### config.mk
export PLATFORM = sky130hd
export DESIGN_NAME = fqp_seq
export DESIGN_NICKNAME = d
export VERILOG_FILES = /design/src/rtl/fqp_pkg.sv /design/src/rtl/fqp_timer.sv /design/src/rtl/fqp_walk.sv /design/src/rtl/fqp_tally.sv /design/src/rtl/fqp_ctrl.sv /design/src/rtl/fqp_seq.sv
export SDC_FILE = /design/constraint.sdc
export NUM_CORES = 1
export LEC_CHECK = 0
export BUFFER_PORTS_ARGS = -buffer_cell sky130_fd_sc_hd__buf_2
export CAP_MARGIN = 20
export CORE_UTILIZATION = 51
export DETAILED_ROUTE_END_ITERATION = 10
export GPL_TIMING_DRIVEN = 0
export PLACE_DENSITY = 0.82
export SYNTH_ARGS = -nofsm -noshare
export SYNTH_HDL_FRONTEND = slang
export SYNTH_SLANG_ARGS = --single-unit
### constraint.sdc
create_clock -name clk -period 1.95 [get_ports clk]
set_input_delay 0.195 -clock clk [delete_from_list [all_inputs] [get_ports clk]]
set_output_delay 0.195 -clock clk [all_outputs]
set_load 0.05 [all_outputs]
### src/rtl/fqp_pkg.sv
package fqp_pkg;

    typedef enum logic [3:0] {
        S_IDLE,
        S_PCMD,
        S_PDATA,
        S_PPULSE,
        S_PVCMD,
        S_PVWAIT,
        S_PREAD,
        S_ECMD1,
        S_ECMD2,
        S_EPULSE,
        S_EVCMD,
        S_EVWAIT,
        S_EREAD,
        S_FIN
    } seq_state_t;

    typedef enum logic [1:0] {
        RES_OK    = 2'd0,
        RES_ERASE = 2'd1,
        RES_PROG  = 2'd2,
        RES_ZERO  = 2'd3
    } res_t;

    localparam logic [7:0] CMD_READ  = 8'h00;
    localparam logic [7:0] CMD_PROG  = 8'h40;
    localparam logic [7:0] CMD_PVER  = 8'hC0;
    localparam logic [7:0] CMD_ERASE = 8'h20;
    localparam logic [7:0] CMD_EVER  = 8'hA0;
    localparam logic [7:0] VAL_ERASED = 8'hFF;
    localparam logic [7:0] VAL_ZERO   = 8'h00;

    typedef struct packed {
        logic       we;
        logic       re;
        logic [7:0] wdata;
    } bus_req_t;

    function automatic int unsigned us_to_cyc(input int unsigned us, input int unsigned cpu);
        return us * cpu;
    endfunction

    function automatic int unsigned cnt_bits(input int unsigned n);
        return (n < 2) ? 1 : $clog2(n + 1);
    endfunction

    function automatic int unsigned max3(input int unsigned a, input int unsigned b,
                                         input int unsigned c);
        int unsigned m;
        m = (a > b) ? a : b;
        return (m > c) ? m : c;
    endfunction

endpackage

### src/rtl/fqp_timer.sv
module fqp_timer #(
    parameter int unsigned W = 8
) (
    input  logic         clk,
    input  logic         rst,
    input  logic         load,
    input  logic [W-1:0] val,
    output logic         expire
);
    logic [W-1:0] cnt_q;

    always_ff @(posedge clk) begin
        if (rst) begin
            cnt_q <= '0;
        end else if (load) begin
            cnt_q <= val;
        end else if (cnt_q != '0) begin
            cnt_q <= cnt_q - 1'b1;
        end
    end

    // expires in the last of the loaded number of waiting cycles
    assign expire = (cnt_q == W'(1));
endmodule

### src/rtl/fqp_walk.sv
module fqp_walk #(
    parameter int unsigned AW = 16
) (
    input  logic          clk,
    input  logic          rst,
    input  logic          clr,
    input  logic          set,
    input  logic          inc,
    input  logic [AW-1:0] set_addr,
    output logic [AW-1:0] addr,
    output logic          last
);
    logic [AW-1:0] addr_q;

    always_ff @(posedge clk) begin
        if (rst || clr) begin
            addr_q <= '0;
        end else if (set) begin
            addr_q <= set_addr;
        end else if (inc) begin
            addr_q <= addr_q + 1'b1;
        end
    end

    assign addr = addr_q;
    assign last = &addr_q;
endmodule

### src/rtl/fqp_tally.sv
module fqp_tally #(
    parameter int unsigned W = 5
) (
    input  logic         clk,
    input  logic         rst,
    input  logic         clr,
    input  logic         inc,
    output logic [W-1:0] count
);
    logic [W-1:0] cnt_q;

    always_ff @(posedge clk) begin
        if (rst || clr) begin
            cnt_q <= '0;
        end else if (inc && !(&cnt_q)) begin
            cnt_q <= cnt_q + 1'b1;
        end
    end

    assign count = cnt_q;
endmodule

### src/rtl/fqp_ctrl.sv
module fqp_ctrl
    import fqp_pkg::*;
#(
    parameter int unsigned TW        = 16,
    parameter int unsigned PW        = 5,
    parameter int unsigned EW        = 10,
    parameter int unsigned PULSE_CYC = 500,
    parameter int unsigned VER_CYC   = 300,
    parameter int unsigned ERASE_CYC = 500000,
    parameter int unsigned MAX_PROG  = 25,
    parameter int unsigned MAX_ERASE = 1000
) (
    input  logic          clk,
    input  logic          rst,
    input  logic          start_prog,
    input  logic          start_erase,
    input  logic [7:0]    prog_data,
    input  logic [7:0]    rdata,
    input  logic          tmr_expire,
    input  logic          walk_last,
    input  logic [PW-1:0] ptry,
    input  logic [EW-1:0] etry,
    output bus_req_t      req,
    output logic          tmr_load,
    output logic [TW-1:0] tmr_val,
    output logic          walk_clr,
    output logic          walk_set,
    output logic          walk_inc,
    output logic          ptry_clr,
    output logic          ptry_inc,
    output logic          etry_clr,
    output logic          etry_inc,
    output logic          busy,
    output logic          done,
    output logic [1:0]    result
);
    seq_state_t st_q, st_d;
    logic       zeroing_q;
    logic [7:0] data_q;
    res_t       code_q;
    logic       code_set;
    res_t       code_val;
    logic       done_q;
    res_t       result_q;

    always_comb begin
        st_d     = st_q;
        req      = '0;
        tmr_load = 1'b0;
        tmr_val  = '0;
        walk_clr = 1'b0;
        walk_set = 1'b0;
        walk_inc = 1'b0;
        ptry_clr = 1'b0;
        ptry_inc = 1'b0;
        etry_clr = 1'b0;
        etry_inc = 1'b0;
        code_set = 1'b0;
        code_val = RES_OK;
        unique case (st_q)
            S_IDLE: begin
                if (start_erase) begin
                    st_d     = S_PCMD;
                    walk_clr = 1'b1;
                    ptry_clr = 1'b1;
                    etry_clr = 1'b1;
                end else if (start_prog) begin
                    st_d     = S_PCMD;
                    walk_set = 1'b1;
                    ptry_clr = 1'b1;
                end
            end
            S_PCMD: begin
                req.we    = 1'b1;
                req.wdata = CMD_PROG;
                st_d      = S_PDATA;
            end
            S_PDATA: begin
                req.we    = 1'b1;
                req.wdata = data_q;
                tmr_load  = 1'b1;
                tmr_val   = TW'(PULSE_CYC);
                ptry_inc  = 1'b1;
                st_d      = S_PPULSE;
            end
            S_PPULSE: begin
                if (tmr_expire) st_d = S_PVCMD;
            end
            S_PVCMD: begin
                req.we    = 1'b1;
                req.wdata = CMD_PVER;
                tmr_load  = 1'b1;
                tmr_val   = TW'(VER_CYC);
                st_d      = S_PVWAIT;
            end
            S_PVWAIT: begin
                if (tmr_expire) st_d = S_PREAD;
            end
            S_PREAD: begin
                req.re = 1'b1;
                if (rdata == data_q) begin
                    if (zeroing_q) begin
                        ptry_clr = 1'b1;
                        if (walk_last) begin
                            walk_clr = 1'b1;
                            st_d     = S_ECMD1;
                        end else begin
                            walk_inc = 1'b1;
                            st_d     = S_PCMD;
                        end
                    end else begin
                        st_d = S_FIN;
                    end
                end else if (ptry == PW'(MAX_PROG)) begin
                    code_set = 1'b1;
                    code_val = zeroing_q ? RES_ZERO : RES_PROG;
                    st_d     = S_FIN;
                end else begin
                    st_d = S_PCMD;
                end
            end
            S_ECMD1: begin
                req.we    = 1'b1;
                req.wdata = CMD_ERASE;
                st_d      = S_ECMD2;
            end
            S_ECMD2: begin
                req.we    = 1'b1;
                req.wdata = CMD_ERASE;
                tmr_load  = 1'b1;
                tmr_val   = TW'(ERASE_CYC);
                etry_inc  = 1'b1;
                st_d      = S_EPULSE;
            end
            S_EPULSE: begin
                if (tmr_expire) st_d = S_EVCMD;
            end
            S_EVCMD: begin
                req.we    = 1'b1;
                req.wdata = CMD_EVER;
                tmr_load  = 1'b1;
                tmr_val   = TW'(VER_CYC);
                st_d      = S_EVWAIT;
            end
            S_EVWAIT: begin
                if (tmr_expire) st_d = S_EREAD;
            end
            S_EREAD: begin
                req.re = 1'b1;
                if (rdata == VAL_ERASED) begin
                    if (walk_last) st_d = S_FIN;
                    else           walk_inc = 1'b1;
                end else if (etry == EW'(MAX_ERASE)) begin
                    code_set = 1'b1;
                    code_val = RES_ERASE;
                    st_d     = S_FIN;
                end else begin
                    st_d = S_ECMD1;
                end
            end
            S_FIN: begin
                req.we    = 1'b1;
                req.wdata = CMD_READ;
                st_d      = S_IDLE;
            end
            default: st_d = S_IDLE;
        endcase
    end

    always_ff @(posedge clk) begin
        if (rst) begin
            st_q      <= S_IDLE;
            zeroing_q <= 1'b0;
            data_q    <= '0;
            code_q    <= RES_OK;
            done_q    <= 1'b0;
            result_q  <= RES_OK;
        end else begin
            st_q   <= st_d;
            done_q <= (st_q == S_FIN);
            if (st_q == S_FIN) result_q <= code_q;
            if (st_q == S_IDLE && start_erase) begin
                zeroing_q <= 1'b1;
                data_q    <= VAL_ZERO;
                code_q    <= RES_OK;
            end else if (st_q == S_IDLE && start_prog) begin
                zeroing_q <= 1'b0;
                data_q    <= prog_data;
                code_q    <= RES_OK;
            end else begin
                if (st_d == S_ECMD1) zeroing_q <= 1'b0;
                if (code_set) code_q <= code_val;
            end
        end
    end

    assign busy   = (st_q != S_IDLE);
    assign done   = done_q;
    assign result = result_q;
endmodule

### src/rtl/fqp_seq.sv
module fqp_seq
    import fqp_pkg::*;
#(
    parameter int unsigned ADDR_W     = 16,
    parameter int unsigned CYC_PER_US = 50,
    parameter int unsigned PROG_US    = 10,
    parameter int unsigned VERIFY_US  = 6,
    parameter int unsigned ERASE_US   = 10000,
    parameter int unsigned MAX_PROG   = 25,
    parameter int unsigned MAX_ERASE  = 1000
) (
    input  logic              clk,
    input  logic              rst,
    input  logic              start_prog,
    input  logic              start_erase,
    input  logic [ADDR_W-1:0] prog_addr,
    input  logic [7:0]        prog_data,
    output logic              busy,
    output logic              done,
    output logic [1:0]        result,
    output logic [ADDR_W-1:0] fl_addr,
    output logic [7:0]        fl_wdata,
    input  logic [7:0]        fl_rdata,
    output logic              fl_we,
    output logic              fl_re
);
    localparam int unsigned PULSE_CYC = us_to_cyc(PROG_US, CYC_PER_US);
    localparam int unsigned VER_CYC   = us_to_cyc(VERIFY_US, CYC_PER_US);
    localparam int unsigned ERASE_CYC = us_to_cyc(ERASE_US, CYC_PER_US);
    localparam int unsigned TW = cnt_bits(max3(PULSE_CYC, VER_CYC, ERASE_CYC));
    localparam int unsigned PW = cnt_bits(MAX_PROG);
    localparam int unsigned EW = cnt_bits(MAX_ERASE);

    bus_req_t      req;
    logic          tmr_load, tmr_expire;
    logic [TW-1:0] tmr_val;
    logic          walk_clr, walk_set, walk_inc, walk_last;
    logic          ptry_clr, ptry_inc, etry_clr, etry_inc;
    logic [PW-1:0] ptry;
    logic [EW-1:0] etry;

    fqp_ctrl #(
        .TW(TW), .PW(PW), .EW(EW),
        .PULSE_CYC(PULSE_CYC), .VER_CYC(VER_CYC), .ERASE_CYC(ERASE_CYC),
        .MAX_PROG(MAX_PROG), .MAX_ERASE(MAX_ERASE)
    ) u_ctrl (
        .clk(clk), .rst(rst),
        .start_prog(start_prog), .start_erase(start_erase),
        .prog_data(prog_data), .rdata(fl_rdata),
        .tmr_expire(tmr_expire), .walk_last(walk_last),
        .ptry(ptry), .etry(etry),
        .req(req), .tmr_load(tmr_load), .tmr_val(tmr_val),
        .walk_clr(walk_clr), .walk_set(walk_set), .walk_inc(walk_inc),
        .ptry_clr(ptry_clr), .ptry_inc(ptry_inc),
        .etry_clr(etry_clr), .etry_inc(etry_inc),
        .busy(busy), .done(done), .result(result)
    );

    fqp_timer #(.W(TW)) u_timer (
        .clk(clk), .rst(rst), .load(tmr_load), .val(tmr_val), .expire(tmr_expire)
    );

    fqp_walk #(.AW(ADDR_W)) u_walk (
        .clk(clk), .rst(rst), .clr(walk_clr), .set(walk_set), .inc(walk_inc),
        .set_addr(prog_addr), .addr(fl_addr), .last(walk_last)
    );

    fqp_tally #(.W(PW)) u_ptry (
        .clk(clk), .rst(rst), .clr(ptry_clr), .inc(ptry_inc), .count(ptry)
    );

    fqp_tally #(.W(EW)) u_etry (
        .clk(clk), .rst(rst), .clr(etry_clr), .inc(etry_inc), .count(etry)
    );

    assign fl_we    = req.we;
    assign fl_re    = req.re;
    assign fl_wdata = req.wdata;
endmodule

Word-level counts from Yosys, hierarchy flattened
Index checks and enable logic that the tools add are counted.
Storage, ports and cells
  flip-flop bits (word level): 68
  bits of input ports: 36
  output and inout bits: 30
  word-level logic and storage cells: 115
Operators by class
  add/sub/neg operators: 4
  equal/unequal tests: 19
  muxes and demuxes: 57
  reductions and logical operators: 25
Operator list (number)
  $pmux W19 S3: 1
  $pmux W4 S13: 1
  $mux W4: 12
  $pmux W8 S5: 1
  $mux W19: 2
  $mux W16: 2
  $mux W1: 29
  $eq A4 B4 Y1 const B: 6
  $eq A4 B3 Y1 const B: 5
  $eq A19 B1 Y1 const B: 1
  $reduce_bool A19 Y1: 1
  $sub A19 B1 Y19 const B: 1
  $add A16 B1 Y16 const B: 1
  $reduce_and A16 Y1: 1
  $add A10 B1 Y10 const B: 1
  $eq A10 B10 Y1 const B: 1
  $reduce_and A10 Y1: 1
  $eq A4 B2 Y1 const B: 2
  $eq A8 B8 Y1: 1
  $eq A8 B8 Y1 const B: 1
  $pmux W1 S2: 4
  $reduce_or A2 Y1: 4
  $reduce_or A7 Y1: 1
  $mux W2: 3
  other kinds (15): 22

Logic depth before layout (Yosys ltp)
Gate-level depths: netlist of the first run.
  depth in word-level cells: 9
  depth in mapped cells: 10
  depth with buffers taken out: 9

Hierarchy
Synthesis of the first run repeated with hierarchy kept, for this count alone.
Unflattened totals
  cell total of the unflattened synthesis: 507
  area total of the unflattened synthesis: 4085.2 µm²
Modules (own cells, without submodules)
  fqp_ctrl: times used 1, cells each 193, area each 1412.6 µm², sequential area each 360.3 µm²
  fqp_timer: times used 1, cells each 127, area each 1056.0 µm², sequential area each 380.4 µm²
  fqp_walk: times used 1, cells each 105, area each 868.3 µm², sequential area each 320.3 µm²
  fqp_tally at u_etry: times used 1, cells each 56, area each 509.2 µm², sequential area each 200.2 µm²
  fqp_tally at u_ptry: times used 1, cells each 26, area each 239.0 µm², sequential area each 100.1 µm²

Worst setup path after synthesis of the first run
Ideal clock, no wire load.
  path type: flip-flop to flip-flop
  start point: reg u_walk.addr_q[2] (netlist: u_walk.addr[2])
  end point: reg u_walk.addr_q[10] (netlist: u_walk.addr[10])
  library setup time: 0.138 ns
  arrival: 2.355 ns
  setup slack: -0.543 ns
  cell stages (with the launch flop): 8
  buffers on the path: 1
  cells stage by stage: dfxtp_1 nand4_2 nor4_4 nand3_2 or4_1 nand2_2 buf_6 a211oi_1
Between the ends
  cells in the longest elaborated chain, start to end: 6
  elaborated cells between the ends (all ways): 15
RTL lines
  from (decl): RTL line fqp_walk.sv:13  | logic [AW-1:0] addr_q;
  from (signal assigned): RTL line fqp_walk.sv:19  | addr_q <= set_addr;
  from (signal assigned): RTL line fqp_walk.sv:21  | addr_q <= addr_q + 1'b1;
  branches (longest 6 deep; another with $add A16 B1 Y16)
Parallel ways; which one is timed is not known. The select of a mux whose other input is x is not followed.
A chain may end at the register's enable or synchronous reset.

Worst setup path after layout of the first run
  start point: reg u_ctrl.data_q[7]
  end point: reg u_walk.addr_q[5] (netlist: u_walk.addr[5])
Between the ends
  cells in the longest elaborated chain, start to end: 4
  elaborated cells between the ends (all ways): 7
RTL lines
  from (decl): RTL line fqp_ctrl.sv:39  | logic [7:0] data_q;
  from (signal assigned): RTL line fqp_ctrl.sv:188  | data_q <= prog_data;
  $eq A8 B8 Y1 *: RTL line fqp_ctrl.sv:101  | if (rdata == data_q) begin
  $mux W1: RTL line fqp_ctrl.sv:101
  $pmux W1 S2: RTL line fqp_ctrl.sv:60  | unique case (st_q)
  $reduce_bool A2 Y1 (no line) or $logic_or A1 B1 Y1 (tied branches)
Mark *: on every way between the ends. The rest lies on a longest branch, timed or not.

==> flow_summary_export.csv, run 1 <==
group,metric,value,unit
outcome,status,"finished, violations left",
outcome,violations,"negative setup slack",
cts,worstSkewPairLatency,0.35,ns
power_and_ir_drop,power.switching,2142,uW
synth,synthTopCellsByArea,"dfxtp_1, nor2_1, xor2_1",
synth,syn_area,3825,sq um
synth,synthAdderAreaFrac,2.944,%
route,drc_errors,0,
place,dp_hpwl,7.018,mm
power_and_ir_drop,p_total,5300,uW
synth,synth_commonest_cells,"dfxtp_1, nor2_1, nand2_1",
route,vias_per_cell,5.990,
power_and_ir_drop,sequentialPowerShare,36.2,%
synth,yosys.area.top_type_share,35.59,%
grt,overflow,0,
cells_and_area,drive_above_1_share,36.55,%
synth,yosys.area.top_type,"dfxtp_1",
synth,synth_seq_cells,68,
cts,hold_buffers,0,
cells_and_area,antenna_cells,0,
synth,syn_avg_cell_area,8.121,sq um
critical_path,worstPathRequired,2.22,ns
route,ant_nets,0,
sta,slew_headroom,59.46,%
run,drv_cap,0,
floorplanning,dieHeight,88.60,microns
synth,synthXorXnorAreaFrac,11.45,%
route,routed_wl,11.54,mm
cts,cts_tree,"built",
grt,grt_pass1_wl,17.32,mm
grt,grt_usage,28.71,%
synth,async_reset_ff_share,0,%
worst_hold_path,hold_path.class,"in -> reg",
cts,h-tree-depth,3,
synth,ys.flop_type,"dfxtp_1",
critical_path,crit_path_start_kind,"register",
synth,synth_compound_area_share,13.35,%
critical_path,crit_fanout,7,
synth,ys_warn_count,0,
cells_and_area,areaGrowthSynthToFinish,35.56,%
power_and_ir_drop,clockPowerShare,18.5,%
floorplanning,dieArea,7850,sq um
place,portBuffers,65,
cells_and_area,fin_util,71.49,%
synth,synthesis.nets,516,
floorplanning,initial_core_util,52.73,%
sta,fmax,476.4,MHz
cells_and_area,finalNetCount,620,
sta,hold_viol,0,
synth,synth-simple-area-share,31.04,%
synth,synth_edf_count,0,
sta,skew,0.01087,ns
cts,cts.sinks,68,
synth,synth_cell_type_count,58,
power_and_ir_drop,p_leak,0.002163,uW
cts,cts-root-buf,"clkbuf_8",
power_and_ir_drop,vdd_drop_max,0.5266,mV
critical_path,end_kind,"register",
power_and_ir_drop,power.density,1022,nW/um^2
power_and_ir_drop,power_frac_comb,45.3,%
route,wire_per_inst,16.99,microns
sta,setup_viol,17,
grt,antenna_found_initial,0,
synth,synth.area.mux_share,1.701,%
floorplanning,row_count,31,
route,first_pass_iters,7,
floorplanning,die_w,88.60,microns
critical_path,worst_path_max_delay_cell,"nor4_2",
place,gp_congestion,0.9361,
sta,finalCritPeriodShare,107.6,%
floorplanning,io_pins,66,
sta,fin_crit,2.099,ns
synth,ys_seq_area_share,35.59,%
synth,synth_top_family_by_area,"simple AND/OR/NAND/NOR gates",
sta,maxSlewViolCount,0,
power_and_ir_drop,swShare,40.42,%
critical_path,max_stage_delay,0.39,ns
cts,cts.reportedPaths.clkPinSlew,0.07,ns
sta,rsz0062_at_grt,"true",
sta,whs,0.07666,ns
sta,tightest_slew,0.6081,ns
grt,grt_pass1_vias,3786,
critical_path,arrival,2.37,ns
synth,syn_inst,471,
sta,setup_ws,-0.1491,ns
floorplanning,fp.coreArea,7253,sq um
cts,clockBufferDepth,2,
grt,grt_max_degree,11,
power_and_ir_drop,internal_power,3157,uW
critical_path,crit_type,"reg -> reg",
route,drt-initial-drc-count,325,
route,routed-via-count,4067,
cts,numCtsBuffers,9,
critical_path,path_cells,"xor2_1 -> nor4_2 -> and4_4 -> o211a_1 -> buf_6 -> nand4_1 -> mux2_4 -> nor3_4",
-- repair_timing --
| action | in CTS | in global routing |
|---|---|---|
| pin swaps | 21 | 27 |
| cloned | 1 | 0 |
| resized for setup | 61 | 60 |
| setup buffers | 16 | 14 |
| setup endpoints to repair | 54 | 52 |
-- path summary, 6_finish.rpt --
kind | endpoint | cells past startpoint | startpoint | slack, ns
setup / recovery | u_walk.addr[5]$_SDFFE_PP0P_ | 8 | u_ctrl.data_q[7]$_SDFFE_PP0P_ | -0.15
hold / removal | u_ctrl.data_q[7]$_SDFFE_PP0P_ | 3 | prog_data[7] | 0.08
setup reg to reg | u_walk.addr[5]$_SDFFE_PP0P_ | 8 | u_ctrl.data_q[7]$_SDFFE_PP0P_ | -0.15
hold reg to reg | u_ctrl.data_q[2]$_SDFFE_PP0P_ | 2 | u_ctrl.data_q[2]$_SDFFE_PP0P_ | 0.49
-- registers in the layout, summed over array words and instances (netlist names) --
| signal | flops |
|---|---|
| u_ptry.count | 5 |
| u_ctrl.done | 1 |
| u_ctrl.result | 2 |
| u_etry.count | 10 |
| u_ctrl.code_q | 2 |
| u_timer.cnt_q | 19 |
| u_ctrl.st_q | 4 |
| u_ctrl.data_q | 8 |
| u_walk.addr | 16 |
| u_ctrl.zeroing_q | 1 |
-- worst max-delay path, delay by kind of cell, from the launching register on --
family | cells | cell delay [ns]
mux | 1 | 0.33
xor+xnor | 1 | 0.16
flops | 1 | 0.33
simple gates | 4 | 0.90
compound gates | 1 | 0.18
buf+inv | 1 | 0.14
-- routing by layer --
metal,up-vias,part of all wire [%],global-route usage [%]
li1,1870,-,-
met1,1963,41,35.86
met2,187,48,48.18
met3,47,6.4,5.877
met4,0,3.7,12.17
met5,-,0,0
-- cells in the final DEF, fill, tap and decap left out, drive strengths merged, types with 2 or more instances in the layout --
cell type / netlist / routed
buf: 9 / 106
clkinv: 0 / 4
a311oi: 3 / 3
nor4: 10 / 10
nor3: 20 / 20
a21oi: 28 / 28
nor2: 68 / 68
a211oi: 16 / 16
a21o: 3 / 3
and4: 2 / 2
o31ai: 2 / 2
inv: 10 / 10
a211o: 3 / 3
nor4b: 3 / 3
o21ai: 7 / 7
o211ai: 4 / 4
mux2i: 5 / 5
xnor2: 21 / 21
dfxtp: 68 / 68
clkbuf: 15 / 23
and3: 13 / 13
or3: 5 / 5
or2: 5 / 5
nor3b: 3 / 3
ha: 9 / 9
nand3: 20 / 20
nor2b: 8 / 8
and2: 2 / 2
nand2b: 8 / 8
nand4: 12 / 12
a31o: 2 / 2
a31oi: 2 / 2
nand2: 42 / 42
nand3b: 2 / 2
xor2: 29 / 29
-- power groups by stage --
stage	logic (uW)	registers, uW	clock network (uW)
global placement	1690	1870	0
detailed placement	1740	1880	0
CTS	1930	1880	971
global route	2600	1950	1040
floorplan	1330	1900	0
finish	2400	1920	981
-- cell families (layout without fill, tap and decap cells) --
| group | Yosys count | after routing |
|---|---|---|
| AOI/OAI and AO/OA | 78 | 78 |
| xor gates and xnor gates | 50 | 50 |
| adders and majority gates | 9 | 9 |
| buffers and inverters | 34 | 143 |
| DFF | 68 | 68 |
| muxes | 6 | 6 |
| and+or+nand+nor | 226 | 226 |
-- layout make-up --
type	instances	area, sq um
buffer	21	166.4
clock buffer	12	135.1
clock inverter	4	16.27
fill	522	2068
inverter	10	37.54
multi-input combinational	369	2668
sequential	68	1421
tap	99	123.9
timing repair buffer	96	616.8
-- stage by stage --
step / setup TNS, ns / setup slack, ns / instance area, sq um / cells
after floorplan: -0.2055 / -0.03416 / 3935 / 471
after global placement: -6.865 / -0.2877 / 4384 / 635
after detailed placement: -9.805 / -0.3716 / 4384 / 635
after CTS: -0.4160 / -0.08621 / 4878 / 667
after global routing: -2.386 / -0.2392 / 5185 / 679
final: -1.060 / -0.1491 / 5185 / 679
Note: power is estimated with default switching activity, not from simulation.
==> run 2, diff against run 1 <==
--- a/config.mk
+++ b/config.mk
@@ -11,6 +11,7 @@
 export DETAILED_ROUTE_END_ITERATION = 10
 export GPL_TIMING_DRIVEN = 0
 export PLACE_DENSITY = 0.82
+export SKIP_CTS_REPAIR_TIMING = 1
 export SYNTH_ARGS = -nofsm -noshare
 export SYNTH_HDL_FRONTEND = slang
 export SYNTH_SLANG_ARGS = --single-unit
==> run 2 against run 1 <==
  * The run still ends with negative setup slack left
  * Die area unchanged
  * Sequential power about the same
  * Setup slack got worse by 0.018 ns
  * Power decreased by 2.4%
  * Clock skew decreased by 0.0033 ns
  * Routed wire length decreased by 1.3%
  * Clock power increased by 0.9%
  * Register-to-register slack got worse by 0.02 ns
==> flow_summary_export.csv, run 2 (synthesis gave the netlist of run 1 again) <==
group,metric,value,unit
cells_and_area,finalNetCount,620,
critical_path,r2r_setup_slack,-0.17,ns
cells_and_area,antenna_cells,0,
outcome,status,"finished, violations left",
sta,maxSlewViolCount,0,
cts,cts.sinks,68,
cts,cts_tree,"built",
critical_path,arrival,2.36,ns
critical_path,crit_fanout,8,
floorplanning,row_count,31,
sta,finalCritPeriodShare,108.5,%
sta,slew_headroom,56.55,%
route,routed-via-count,4005,
grt,antenna_found_initial,0,
sta,hold_viol,0,
floorplanning,dieArea,7850,sq um
cells_and_area,layout_commonest_cell,"nor2_1",
cts,cts-root-buf,"clkbuf_8",
route,drc_errors,0,
worst_hold_path,hold_path.class,"in -> reg",
worst_hold_path,hp-start,"prog_data[7]",
route,vias_per_cell,5.898,
critical_path,worstPathRequired,2.19,ns
floorplanning,die_w,88.60,microns
power_and_ir_drop,p_leak,0.002142,uW
sta,tightest_slew,0.6517,ns
sta,skew,0.007620,ns
grt,grt_pass1_wl,15.92,mm
floorplanning,dieHeight,88.60,microns
route,drt-initial-drc-count,258,
cells_and_area,drive_above_1_share,36.38,%
place,dp_slack,-0.3716,ns
critical_path,r2r_start,"u_ctrl.st_q[1]$_SDFF_PP0_",
outcome,violations,"negative setup slack",
sta,setup_ws,-0.1667,ns
sta,rsz0062_at_grt,"true",
floorplanning,initial_core_util,52.73,%
cts,cts.reportedPaths.clkPinSlew,0.07,ns
critical_path,r2r_end,"u_walk.addr[13]$_SDFFE_PP0P_",
sta,fin_crit,2.117,ns
critical_path,end_kind,"register",
floorplanning,fp.coreArea,7253,sq um
grt,overflow,0,
grt,grt_max_degree,11,
worst_hold_path,holdPathEnd,"u_ctrl.data_q[7]$_SDFFE_PP0P_",
power_and_ir_drop,vdd_drop_max,0.5484,mV
cells_and_area,finalInstanceArea,5152,sq um
power_and_ir_drop,power.density,1004,nW/um^2
place,dp_hpwl,7.018,mm
cells_and_area,areaGrowthSynthToFinish,34.71,%
sta,setup_viol,19,
grt,grt_usage,26.23,%
worst_hold_path,worstHoldPathCells,3,
route,ant_nets,0,
cts,h-tree-depth,3,
floorplanning,io_pins,66,
cells_and_area,final_cell_mix,"nor2_1, buf_2, dfxtp_1, nand2_1, buf_4",
sta,fmax,472.4,MHz
cts,numCtsBuffers,9,
place,dpl-instance-area,4384,sq um
grt,grt_pass1_vias,3498,
place,portBuffers,65,
place,gp_congestion,0.9361,
critical_path,crit_path_start_kind,"register",
sta,setup_tns,-2.330,ns
critical_path,reg2reg_depth,10,
cells_and_area,largest_register,"u_timer.cnt_q",
route,wire_per_inst,16.78,microns
route,first_pass_iters,5,
run,drv_cap,0,
cells_and_area,largest_register_ffs,19,
critical_path,crit_type,"reg -> reg",
cts,worstSkewPairLatency,0.35,ns
cts,clockBufferDepth,2,
route,routed_wl,11.39,mm
run 2: changes by cell type in the layout (fill, tap and decap cells not counted), sizes merged:
| cell | previous run | this run |
|---|---|---|
| buf | 106 | 102 |
| clkbuf | 23 | 27 |
run 2: where the power goes:
group	total, uW	switching [uW]	internal, uW	leakage (uW)
combinational	2270	1230	1040	0.00150
sequential	1920	297	1620	0.000567
clock	990	542	449	0.0000769
run 2: how the worst max path moves through the flow:
| stage | start | end | depth (start not counted) |
|---|---|---|---|
| floorplan | u_walk.addr[11]$_SDFFE_PP0P_ | u_walk.addr[10]$_SDFFE_PP0P_ | 7 |
| global placement | u_ctrl.st_q[0]$_SDFF_PP0_ | u_etry.count[9]$_SDFFE_PP0P_ | 8 |
| detailed placement | u_ctrl.st_q[3]$_SDFF_PP0_ | u_walk.addr[15]$_SDFFE_PP0P_ | 10 |
| CTS | u_ctrl.st_q[0]$_SDFF_PP0_ | fl_we | 6 |
| global route | u_walk.addr[3]$_SDFFE_PP0P_ | u_walk.addr[13]$_SDFFE_PP0P_ | 9 |
| finish | u_ctrl.st_q[1]$_SDFF_PP0_ | u_walk.addr[13]$_SDFFE_PP0P_ | 10 |
run 2: worst max-delay path: stages, from the launching register on:
cell and delay [ns]:
dfxtp_4 0.37, nor2b_1 0.13, buf_4 0.15, nor3b_4 0.16, and4_4 0.21, o211a_1 0.23, buf_6 0.14, buf_4 0.13
a211o_1 0.29, o211ai_1 0.12, nor2_1 0.08
run 2: cell type report:
| cell class | instances | area (sq um) |
|---|---|---|
| multi-input combinational | 369 | 2625 |
| fill | 510 | 2101 |
| sequential | 68 | 1428 |
| timing repair buffer | 95 | 629.4 |
| buffer | 22 | 157.7 |
| clock buffer | 12 | 135.1 |
| tap | 99 | 123.9 |
| inverter | 10 | 37.54 |
| clock inverter | 4 | 16.27 |
run 2: through the flow:
| step | util [%] | total power [uW] | hold slack (ns) | std cells |
|---|---|---|---|---|
| floorplan | - | 3233 | 0.3310 | 471 |
| detailed placement | 60.45 | 3621 | 0.4430 | 635 |
| global route | 71.04 | 5447 | 0.08341 | 679 |
| finish | 71.04 | 5174 | 0.07098 | 679 |
| global placement | 60.45 | 3559 | 0.4351 | 635 |
| CTS | 62.53 | 4582 | 0.08000 | 651 |
run 2: metal layers:
layer / global-route usage (%) / up-vias / part of all wire (%)
met5: 0 / - / 0
met4: 9.091 / 0 / 2.4
met3: 5.504 / 32 / 7.3
met2: 44.34 / 207 / 49
met1: 33.22 / 1900 / 41
li1: - / 1866 / -
==> run 3, diff against run 2 <==
--- a/config.mk
+++ b/config.mk
@@ -11,6 +11,7 @@
 export DETAILED_ROUTE_END_ITERATION = 10
 export GPL_TIMING_DRIVEN = 0
 export PLACE_DENSITY = 0.82
+export RECOVER_POWER = 25
 export SKIP_CTS_REPAIR_TIMING = 1
 export SYNTH_ARGS = -nofsm -noshare
 export SYNTH_HDL_FRONTEND = slang
==> run 3 against run 2 <==
  * The run still ends with negative setup slack left
  * First-iteration DRC count increased by 9.7%
  * Setup slack better by 0.0051 ns
  * Register-to-register slack is essentially flat
  * Sequential power barely moved
==> flow_summary_export.csv, run 3 (synthesis gave the netlist of run 1 again) <==
group,metric,value,unit
critical_path,r2r_setup_slack,-0.16,ns
critical_path,r2r_start,"u_ctrl.st_q[1]$_SDFF_PP0_",
grt,antenna_found_initial,0,
cells_and_area,largest_register_ffs,19,
cts,worstSkewPairLatency,0.35,ns
route,vias_per_cell,5.859,
outcome,violations,"negative setup slack",
place,dp_hpwl,7.018,mm
floorplanning,fp.coreArea,7253,sq um
route,ant_nets,0,
cts,clockBufferDepth,2,
cells_and_area,largest_register,"u_timer.cnt_q",
grt,grt_pass1_wl,15.92,mm
outcome,status,"finished, violations left",
power_and_ir_drop,p_leak,0.002091,uW
cells_and_area,finalNetCount,620,
critical_path,path_cells,"nor2b_1 -> buf_4 -> nor3b_4 -> and4_4 -> o211a_1 -> buf_6 -> buf_4 -> a211o_1 -> o211ai_1 -> nor2_1",
cells_and_area,drive_above_1_share,34.31,%
critical_path,crit_start,"u_ctrl.st_q[1]$_SDFF_PP0_",
sta,slew_headroom,56.70,%
sta,skew,0.006425,ns
sta,setup_ws,-0.1616,ns
critical_path,worst_path_max_delay_cell,"dfxtp_4",
route,wire_per_inst,16.73,microns
worst_hold_path,worstHoldPathCells,3,
cts,cts_tree,"built",
floorplanning,dieHeight,88.60,microns
critical_path,max_stage_delay,0.37,ns
sta,whs,0.07346,ns
floorplanning,io_pins,66,
sta,maxSlewViolCount,0,
cells_and_area,final_cell_mix,"nor2_1, dfxtp_1, buf_2, nand2_1, buf_4",
critical_path,crit_path_start_kind,"register",
cells_and_area,fin_util,70.83,%
cells_and_area,areaGrowthSynthToFinish,34.31,%
grt,overflow,0,
critical_path,arrival,2.35,ns
cts,cts.sinks,68,
sta,fmax,473.6,MHz
route,drc_errors,0,
route,routed-via-count,3978,
power_and_ir_drop,p_total,5163,uW
floorplanning,row_count,31,
worst_hold_path,hp-start,"prog_data[7]",
grt,grt_pass1_vias,3498,
place,portBuffers,65,
floorplanning,dieArea,7850,sq um
critical_path,reg2reg_depth,10,
critical_path,crit_top_cell,"buf_4",
route,first_pass_iters,4,
route,routed_wl,11.36,mm
power_and_ir_drop,vdd_drop_max,0.5423,mV
grt,grt_max_degree,11,
sta,tightest_slew,0.6495,ns
cts,cts-root-buf,"clkbuf_8",
critical_path,crit_fanout,8,
critical_path,end_kind,"register",
cells_and_area,antenna_cells,0,
sta,rsz0062_at_grt,"true",
route,drt-initial-drc-count,283,
sta,setup_viol,19,
cts,cts.reportedPaths.clkPinSlew,0.07,ns
floorplanning,initial_core_util,52.73,%
cts,numCtsBuffers,9,
critical_path,worstPathRequired,2.19,ns
run,drv_cap,0,
cells_and_area,layout_commonest_cell,"nor2_1",
grt,grt_usage,26.23,%
sta,fin_crit,2.112,ns
worst_hold_path,hold_path.class,"in -> reg",
sta,hold_viol,0,
floorplanning,die_w,88.60,microns
power_and_ir_drop,power.density,1005,nW/um^2
place,gp_congestion,0.9361,
cts,h-tree-depth,3,
critical_path,crit_type,"reg -> reg",
sta,finalCritPeriodShare,108.3,%
[run 3: changes by cell type in the layout (fill, tap and decap cells not counted), sizes merged]
cell    delta
buf       -12
clkbuf    +12
[run 3: critical path: cells and delay by family, from the launching register on]
family,cells,cell delay (ns)
AO/OA/AOI/OAI,3,0.63
AND/OR/NAND/NOR,4,0.57
buffers and inverters,3,0.42
flip-flops,1,0.37
[run 3: worst paths after layout]
kind	to
worst min-delay path	u_ctrl.data_q[7]$_SDFFE_PP0P_
worst max-delay path	u_walk.addr[13]$_SDFFE_PP0P_
worst min register to register	u_ctrl.data_q[2]$_SDFFE_PP0P_
worst max register to register	u_walk.addr[13]$_SDFFE_PP0P_
[run 3: metal layers]
metal	global-route usage [%]	routed length (microns)	vias to the layer above
li1	-	-	1865
met5	0	0	-
met1	33.22	4603	1872
met3	5.504	901	29
met4	9.091	272	0
met2	44.34	5580	212
[run 3: cell type report]
type / instances / area (sq um)
plain buffers: 22 / 157.7
clock buffers: 12 / 135.1
clock inverters: 4 / 16.27
fillers: 515 / 2116
inverters: 10 / 37.54
multi-input cells: 369 / 2625
flip-flops and latches: 68 / 1428
well taps: 99 / 123.9
repair buffers: 95 / 614.3
[run 3: where the power goes]
| group | switching [uW] | leakage, uW | total (uW) | internal, uW |
|---|---|---|---|---|
| logic | 1230 | 0.00145 | 2260 | 1030 |
| registers | 296 | 0.000567 | 1920 | 1620 |
| clock network | 534 | 0.0000769 | 982 | 449 |
| total | 2060 | 0.00209 | 5160 | 3100 |
[run 3: per-stage QoR]
step,std cells,instance area (sq um),TNS [ns],setup WS (ns)
4_1_cts,651,4536,-13.81,-0.5532
5_1_grt,679,5137,-4.242,-0.2442
3_5_place_dp,635,4384,-9.805,-0.3716
6_report,679,5137,-2.407,-0.1616
3_3_place_gp,635,4384,-6.865,-0.2877
2_1_floorplan,471,3935,-0.2055,-0.03416
